<file path="config.mk">
export PLATFORM = sky130hd
export DESIGN_NAME = intr_redirect
export DESIGN_NICKNAME = d
export VERILOG_FILES = /design/src/rtl/irc_pkg.sv /design/src/rtl/irc_regs.sv /design/src/rtl/irc_pend.sv /design/src/rtl/irc_msgq.sv /design/src/rtl/intr_redirect.sv
export SDC_FILE = /design/constraint.sdc
export NUM_CORES = 2
export LEC_CHECK = 0
export BUFFER_PORTS_ARGS = -buffer_cell sky130_fd_sc_hd__buf_2
export CAP_MARGIN = 30
export CORE_MARGIN = 2
export CORE_UTILIZATION = 35
export DETAILED_ROUTE_END_ITERATION = 8
export GPL_TIMING_DRIVEN = 0
export SLEW_MARGIN = 20
export SYNTH_ARGS = -nofsm -noshare
export SYNTH_HDL_FRONTEND = slang
export SYNTH_SLANG_ARGS = --single-unit
export TNS_END_PERCENT = 20
</file>
<file path="constraint.sdc">
create_clock -name clk -period 4.1 [get_ports clk]
set_input_delay 0.615 -clock clk [delete_from_list [all_inputs] [get_ports clk]]
set_output_delay 0.615 -clock clk [all_outputs]
set_load 0.005 [all_outputs]
</file>
<file path="src/rtl/irc_pkg.sv">
package irc_pkg;
  localparam int ADDR_W = 12;
  localparam logic [ADDR_W-1:0] OFF_SEL = 12'h800;
  localparam logic [ADDR_W-1:0] OFF_WIN = 12'h810;
  localparam logic [ADDR_W-1:0] OFF_EOI = 12'h840;
  localparam int VER_IDX   = 1;
  localparam int MASK_BIT  = 16;
  localparam int LEVEL_BIT = 15;
  localparam int POLLO_BIT = 13;
  localparam int VEC_W     = 6;

  // packed destination field (high word bits 31:16) -> message address
  function automatic logic [31:0] dest_from_field(logic [15:0] f);
    return {4'hF, f[7:0], f[15:8], 12'h000};
  endfunction

  // destination address -> packed high word
  function automatic logic [31:0] pack_dest(logic [31:0] a);
    return {a[19:12], a[27:20], 16'h0000};
  endfunction

  function automatic logic [31:0] version_word(int entries);
    return {16'(entries), 16'h0001};
  endfunction
endpackage

</file>
<file path="src/rtl/irc_regs.sv">
module irc_regs
  import irc_pkg::*;
#(
  parameter int NUM_IN    = 4,
  parameter int TBL_DEPTH = 32,
  parameter int RTE_BASE  = 16,
  parameter logic [31:0] CPU_ADDR = 32'hFFFA0000
) (
  input  logic                         clk,
  input  logic                         rst_n,
  input  logic                         reg_wr,
  input  logic [ADDR_W-1:0]            reg_addr,
  input  logic [31:0]                  reg_wdata,
  output logic [31:0]                  reg_rdata,
  output logic [NUM_IN-1:0]            lo_mask,
  output logic [NUM_IN-1:0][VEC_W-1:0] lo_vec,
  output logic [NUM_IN-1:0][15:0]      hi_field
);
  localparam int IDX_W = (TBL_DEPTH > 1) ? $clog2(TBL_DEPTH) : 1;

  logic [31:0] sel_q;
  logic [31:0] tbl_q [TBL_DEPTH];
  logic        sel_ok, sel_ver, sel_wr, win_wr;
  logic [IDX_W-1:0] sel_idx;

  function automatic logic [31:0] rte_default(int e);
    int off;
    off = e - RTE_BASE;
    if (e >= RTE_BASE && e < RTE_BASE + 2 * NUM_IN) begin
      if (off % 2 == 0)
        return (32'd1 << MASK_BIT) | (32'd1 << LEVEL_BIT) |
               (32'd1 << POLLO_BIT) | 32'(off / 2 + 2);
      else
        return pack_dest(CPU_ADDR);
    end
    return 32'h0;
  endfunction

  assign sel_ok  = sel_q < 32'(TBL_DEPTH);
  assign sel_ver = sel_q == 32'(VER_IDX);
  assign sel_idx = sel_q[IDX_W-1:0];
  assign sel_wr  = reg_wr && (reg_addr == OFF_SEL);
  assign win_wr  = reg_wr && (reg_addr == OFF_WIN) && sel_ok && !sel_ver;

  always_ff @(posedge clk) begin
    if (!rst_n) begin
      sel_q <= '0;
      for (int e = 0; e < TBL_DEPTH; e++) tbl_q[e] <= rte_default(e);
    end else begin
      if (sel_wr) sel_q <= reg_wdata;
      if (win_wr) tbl_q[sel_idx] <= reg_wdata;
    end
  end

  always_comb begin
    reg_rdata = '0;
    if (reg_addr == OFF_SEL) reg_rdata = sel_q;
    else if (reg_addr == OFF_WIN) begin
      if (sel_ver)     reg_rdata = version_word(TBL_DEPTH);
      else if (sel_ok) reg_rdata = tbl_q[sel_idx];
      else             reg_rdata = '1;
    end
  end

  for (genvar i = 0; i < NUM_IN; i++) begin : g_fields
    assign lo_mask[i]  = tbl_q[RTE_BASE + 2*i][MASK_BIT];
    assign lo_vec[i]   = tbl_q[RTE_BASE + 2*i][VEC_W-1:0];
    assign hi_field[i] = tbl_q[RTE_BASE + 2*i + 1][31:16];
  end
endmodule

</file>
<file path="src/rtl/irc_pend.sv">
module irc_pend
  import irc_pkg::*;
#(
  parameter int NUM_IN = 4
) (
  input  logic                         clk,
  input  logic                         rst_n,
  input  logic [NUM_IN-1:0]            irq_in,
  input  logic [NUM_IN-1:0]            lo_mask,
  input  logic [NUM_IN-1:0][VEC_W-1:0] lo_vec,
  input  logic [NUM_IN-1:0][15:0]      hi_field,
  input  logic                         eoi_wr,
  input  logic [VEC_W-1:0]             eoi_vec,
  output logic [NUM_IN-1:0]            pend_o,
  output logic [NUM_IN-1:0]            fire
);
  localparam int BIT_W = (NUM_IN > 1) ? $clog2(NUM_IN) : 1;

  logic [NUM_IN-1:0] pend_q, set_v, low_clr, eoi_clr, act;
  logic [BIT_W-1:0]  pos [NUM_IN];

  for (genvar i = 0; i < NUM_IN; i++) begin : g_in
    assign pos[i]  = lo_vec[i][BIT_W-1:0];
    assign act[i]  = irq_in[i] && !lo_mask[i] && (|hi_field[i]);
    assign fire[i] = act[i] && !pend_q[pos[i]];
  end

  always_comb begin
    set_v = '0; low_clr = '0; eoi_clr = '0;
    for (int i = 0; i < NUM_IN; i++) begin
      if (act[i]) set_v[pos[i]] = 1'b1;
      else        low_clr[pos[i]] = 1'b1;
      if (eoi_wr && lo_vec[i] == eoi_vec) eoi_clr[pos[i]] = 1'b1;
    end
  end

  always_ff @(posedge clk) begin
    if (!rst_n) pend_q <= '0;
    else        pend_q <= ((pend_q & ~low_clr) | set_v) & ~eoi_clr;
  end

  assign pend_o = pend_q;

  for (genvar b = 0; b < NUM_IN; b++) begin : g_chk
    AST_EOI_CLEAR: assert property (@(posedge clk) disable iff (!rst_n)
      eoi_clr[b] |=> !pend_q[b]);
    AST_SET_PEND: assert property (@(posedge clk) disable iff (!rst_n)
      (set_v[b] && !eoi_clr[b]) |=> pend_q[b]);
  end
endmodule

</file>
<file path="src/rtl/irc_msgq.sv">
module irc_msgq
  import irc_pkg::*;
#(
  parameter int NUM_IN = 4
) (
  input  logic                         clk,
  input  logic                         rst_n,
  input  logic [NUM_IN-1:0]            fire,
  input  logic [NUM_IN-1:0][31:0]      fire_addr,
  input  logic [NUM_IN-1:0][VEC_W-1:0] fire_data,
  input  logic                         msg_ready,
  output logic                         msg_valid,
  output logic [31:0]                  msg_addr,
  output logic [VEC_W-1:0]             msg_data
);
  logic [NUM_IN-1:0]            slot_v, grant, drain;
  logic [NUM_IN-1:0][31:0]      slot_addr;
  logic [NUM_IN-1:0][VEC_W-1:0] slot_data;

  always_comb begin
    logic found;
    found = 1'b0; grant = '0; msg_addr = '0; msg_data = '0;
    for (int i = 0; i < NUM_IN; i++) begin
      if (slot_v[i] && !found) begin
        grant[i] = 1'b1; found = 1'b1;
        msg_addr = slot_addr[i]; msg_data = slot_data[i];
      end
    end
  end

  assign msg_valid = |slot_v;
  assign drain     = grant & {NUM_IN{msg_ready}};

  for (genvar i = 0; i < NUM_IN; i++) begin : g_slot
    always_ff @(posedge clk) begin
      if (!rst_n) begin
        slot_v[i]    <= 1'b0;
        slot_addr[i] <= '0;
        slot_data[i] <= '0;
      end else if (fire[i] && (!slot_v[i] || drain[i])) begin
        slot_v[i]    <= 1'b1;
        slot_addr[i] <= fire_addr[i];
        slot_data[i] <= fire_data[i];
      end else if (drain[i]) begin
        slot_v[i] <= 1'b0;
      end
    end
    AST_FIRE_QUEUED: assert property (@(posedge clk) disable iff (!rst_n)
      fire[i] |=> slot_v[i]);
  end

  AST_ONE_GRANT: assert property (@(posedge clk) disable iff (!rst_n)
    $onehot0(grant));
  AST_VALID_HOLD: assert property (@(posedge clk) disable iff (!rst_n)
    (msg_valid && !msg_ready) |=> msg_valid);
endmodule

</file>
<file path="src/rtl/intr_redirect.sv">
module intr_redirect
  import irc_pkg::*;
#(
  parameter int NUM_IN    = 4,
  parameter int TBL_DEPTH = 32,
  parameter int RTE_BASE  = 16,
  parameter logic [31:0] CPU_ADDR = 32'hFFFA0000
) (
  input  logic               clk,
  input  logic               rst_n,
  input  logic [NUM_IN-1:0]  irq_in,
  input  logic               reg_wr,
  input  logic [ADDR_W-1:0]  reg_addr,
  input  logic [31:0]        reg_wdata,
  output logic [31:0]        reg_rdata,
  output logic               msg_valid,
  input  logic               msg_ready,
  output logic [31:0]        msg_addr,
  output logic [VEC_W-1:0]   msg_data,
  output logic [NUM_IN-1:0]  pend_o
);
  logic [NUM_IN-1:0]            lo_mask, fire;
  logic [NUM_IN-1:0][VEC_W-1:0] lo_vec;
  logic [NUM_IN-1:0][15:0]      hi_field;
  logic [NUM_IN-1:0][31:0]      fire_addr;
  logic                         eoi_wr;

  assign eoi_wr = reg_wr && (reg_addr == OFF_EOI);

  for (genvar i = 0; i < NUM_IN; i++) begin : g_dest
    assign fire_addr[i] = dest_from_field(hi_field[i]);
  end

  irc_regs #(.NUM_IN(NUM_IN), .TBL_DEPTH(TBL_DEPTH), .RTE_BASE(RTE_BASE),
             .CPU_ADDR(CPU_ADDR)) i_regs (
    .clk(clk), .rst_n(rst_n), .reg_wr(reg_wr), .reg_addr(reg_addr),
    .reg_wdata(reg_wdata), .reg_rdata(reg_rdata), .lo_mask(lo_mask),
    .lo_vec(lo_vec), .hi_field(hi_field));

  irc_pend #(.NUM_IN(NUM_IN)) i_pend (
    .clk(clk), .rst_n(rst_n), .irq_in(irq_in), .lo_mask(lo_mask),
    .lo_vec(lo_vec), .hi_field(hi_field), .eoi_wr(eoi_wr),
    .eoi_vec(reg_wdata[VEC_W-1:0]), .pend_o(pend_o), .fire(fire));

  irc_msgq #(.NUM_IN(NUM_IN)) i_msgq (
    .clk(clk), .rst_n(rst_n), .fire(fire), .fire_addr(fire_addr),
    .fire_data(lo_vec), .msg_ready(msg_ready), .msg_valid(msg_valid),
    .msg_addr(msg_addr), .msg_data(msg_data));

  AST_MSG_TOP_NIBBLE: assert property (@(posedge clk) disable iff (!rst_n)
    msg_valid |-> (msg_addr[31:28] == 4'hF && msg_addr[11:0] == 12'h0));
endmodule

</file>
==> results.py <==
metrics = {
    "critical_path": {
        "end_kind": "output pin",
        "path_class": "reg2out",
        "start_kind": "flip-flop",
        "crit_arrival_ns": 3.56,
        "cp_slowest_stage_delay_ns": 0.46,
        "crit_chain": "buf_4 -> buf_8 -> clkbuf_8 -> buf_16 -> buf_12 -> mux4_2 -> o21ai_2 -> nand4_1 -> a22o_4 -> buf_2",
        "slowest_stage": "dfxtp_4",
        "cp_max_fo": 10,
        "required_ns": 3.48,
    },
    "power": {
        "leakagePower_nw": 22.71,
        "powerDensity_mw_per_mm2": 399.6,
        "peakVddDrop_mv": 0.3699,
    },
    "timing": {
        "worst_pin_slew_ns": 1.099,
        "slew_headroom_pct": 26.77,
        "rsz0062_at_grt": "true",
        "finalSetupViolCount": 15,
        "max_freq_ghz": 0.2394,
        "slew_violations": 0,
        "min_period_ns": 4.177,
        "final_hold_viol_count": 0,
        "timing.hold.ws_ns": 0.1524,
        "clock_skew_ns": 0.02709,
        "fin_ws_ns": -0.07651,
        "fin_crit_sh_pct": 101.9,
    },
    "drt": {
        "detail_route.iter0.violations": 5454,
        "vias_per_cell": 5.728,
        "drc": 0,
        "firstDrtPassIters": 6,
        "ant_nets": 0,
        "post_drt_wl_per_cell_um": 34.30,
        "vias": 35410,
        "routed_wl_um": 212100,
    },
    "yosys": {
        "synth_ff_type": "edfxtp_1",
        "yosys.area_share.adder_pct": 0,
        "ys_async_sr_fraction_pct": 0,
        "synth-simple-area-share_pct": 16.24,
        "synth_compound_area_share_pct": 3.941,
        "synth_xor_area_share_pct": 0.3930,
        "yosys_warnings": 0,
        "synth.mux.area_fraction_pct": 13.29,
        "ys_seq_elements": 1161,
        "synth_edf_count": 1024,
        "seq_area_frac_synth_pct": 62.61,
        "synth_top_family_by_area": "simple AND/OR/NAND/NOR gates",
        "syn_area_mm2": 0.05349,
        "avgSynthCellArea_um2": 14.52,
        "synth_cell_types": 56,
        "synth_cells": 3685,
    },
    "die": {
        "die_h_um": 394.9,
        "design.die.area_mm2": 0.1560,
        "fp-row-count": 143,
        "io_pins": 127,
        "start_util_pct": 35.21,
        "die_w_um": 394.9,
        "core_area_mm2": 0.1519,
    },
    "global_route": {
        "antenna_found_initial": 27,
        "grt.overflow.total": 0,
        "grt_first_pass_wirelength_um": 285300,
        "grt_max_degree": 33,
        "grt.total_usage_pct": 26.73,
        "grt_pass1_vias": 33670,
    },
    "layout": {
        "final_common_cell": "edfxtp_1",
        "final_util_pct": 41.84,
        "area_growth_pct": 18.81,
        "drive_gt1_share_pct": 23.72,
        "nets": 4098,
        "final-seq-area_mm2": 0.03350,
        "final_cell_mix": "edfxtp_1, and2_1, mux4_2, clkbuf_1, buf_2",
        "multi_input_area_mm2": 0.01905,
        "fillers": 13780,
    },
    "worst_hold_path": {
        "min_path_type": "in2reg",
    },
    "placement": {
        "port_buffers": 108,
        "dp.final_hpwl_um": 151400,
        "gp_congestion": 0.9658,
    },
    "cts": {
        "clock_latency_ns": 0.77,
        "cts_tree": "done",
        "h-tree-depth": 3,
        "cts_root_buf": "clkbuf_16",
        "clk_path_buf_depth": 3,
        "cts_buffers": 121,
        "clk_pin_slew_worst_paths_ns": 0.06,
        "hold_buffers": 0,
        "cts.sinks": 1161,
    },
    "run_status": {
        "violations": "setup timing",
        "status": "finished, violations left",
    },
    "job": {
        "cap_violations": 0,
    },
}
## path summary, 6_finish.rpt
check | endpoint | from | cells past startpoint | slack [ns]
setup / recovery | reg_rdata[15] | flip-flop | 10 | -0.08
hold / removal | i_regs.sel_q[8]$_SDFFE_PN0P_ | reg_wdata[8] | 3 | 0.15
setup reg to reg | i_regs.tbl_q[18][7]$_SDFFCE_PN0P_ | i_regs.sel_q[7]$_SDFFE_PN0P_ | 8 | 0.04
hold reg to reg | i_msgq.slot_addr[124]$_SDFFE_PN0P_ | i_msgq.slot_addr[124]$_SDFFE_PN0P_ | 2 | 0.45
## synthesized netlist by cell type (5+ instances only)
library cell	number	area share, %
a221oi_1	40	0.65
mux4_2	233	9.8
a22oi_1	35	0.49
o22ai_1	6	0.070
nand4_1	27	0.32
nand2b_1	105	1.2
mux2i_1	157	2.9
buf_4	16	0.22
edfxtp_1	1024	57
nor4_1	34	0.40
a22o_1	58	0.95
xor2_1	18	0.29
clkbuf_1	221	1.6
a21oi_1	54	0.51
or3b_2	5	0.082
nor3_4	27	0.82
nor2_1	128	0.90
xnor2_1	6	0.098
o21ai_0	29	0.27
inv_1	8	0.056
nand3_1	7	0.065
mux2_2	26	0.55
nor3_1	12	0.11
dfxtp_1	137	5.1
o2111ai_1	10	0.16
buf_2	58	0.54
a221o_1	23	0.43
nand3b_1	5	0.070
and2_1	938	11
nor2b_1	9	0.11
buf_6	39	0.82
buf_1	39	0.27
nand2_1	96	0.67
and3b_1	5	0.082
## critical path, delay by kind of cell (launching register included)
family	cells	cell delay [ns]
buf+inv	6	1.14
simple gates	1	0.18
flops	1	0.46
compound gates	2	0.63
mux	1	0.33
## through the flow
| step | power (mW) | setup TNS [ns] | instances | worst slack (ns) | instance area, um2 |
|---|---|---|---|---|---|
| after global routing | 25.87 | -0.2618 | 6174 | -0.04461 | 63530 |
| after detailed placement | 14.82 | -294.90 | 5928 | -1.664 | 58270 |
| final | 25.39 | -0.5429 | 6182 | -0.07651 | 63550 |
| after global placement | 14.77 | -1478.31 | 5866 | -3.868 | 56740 |
| after floorplan | 14.22 | -4.974 | 3728 | -0.03993 | 53660 |
| after CTS | 25.33 | -0.1874 | 6160 | -0.04732 | 63150 |
## metal layers
layer	track usage (%)	up-vias	wire length (um)
met4	10.85	8	9712
met1	35.62	18290	82020
met3	9.104	443	27470
met2	39.94	2358	92820
li1	-	14310	-
met5	0	-	51
## kinds of logic after synthesis
logic type,count (synthesis)
AOI/OAI and AO/OA,279
xor gates and xnor gates,24
buffers and inverters,383
DFF,1161
muxes,416
other,1
and+or+nand+nor,1421
## sequential cells by signal, summed over array words and instances (netlist names), named ones only
register / flops
i_msgq.slot_data: 24
i_regs.sel_q: 32
i_pend.pend_o: 4
i_regs.tbl_q: 1024
i_msgq.slot_v: 4
i_msgq.slot_addr: 68
## power by group
part / switching (mW) / total, mW / leakage (nW) / internal (mW)
clock: 4.86 / 10.8 / 1.82 / 5.91
combinational: 0.794 / 1.12 / 9.79 / 0.327
sequential: 0.187 / 13.5 / 11.1 / 13.3
total: 5.84 / 25.4 / 22.7 / 19.5
## cell type report
class / count / area share, %
flip-flops and latches: 1161 / 52.71
repair buffers: 203 / 3.339
plain buffers: 366 / 3.985
clock buffers: 169 / 5.325
diodes: 8 / 0.03150
clock inverters: 52 / 0.5729
inverters: 9 / 0.06300
multi-input cells: 2184 / 29.98
well taps: 2030 / 3.997
## what timing repair did
action / 4_1_cts / 5_1_grt
setup buffers: 19 / 14
cloned: 1 / 1
gates resized for setup: 263 / 56
setup endpoints to repair: 96 / 27
pin swaps: 7 / 14
No activity file was read; power rests on OpenSTA's default activity.
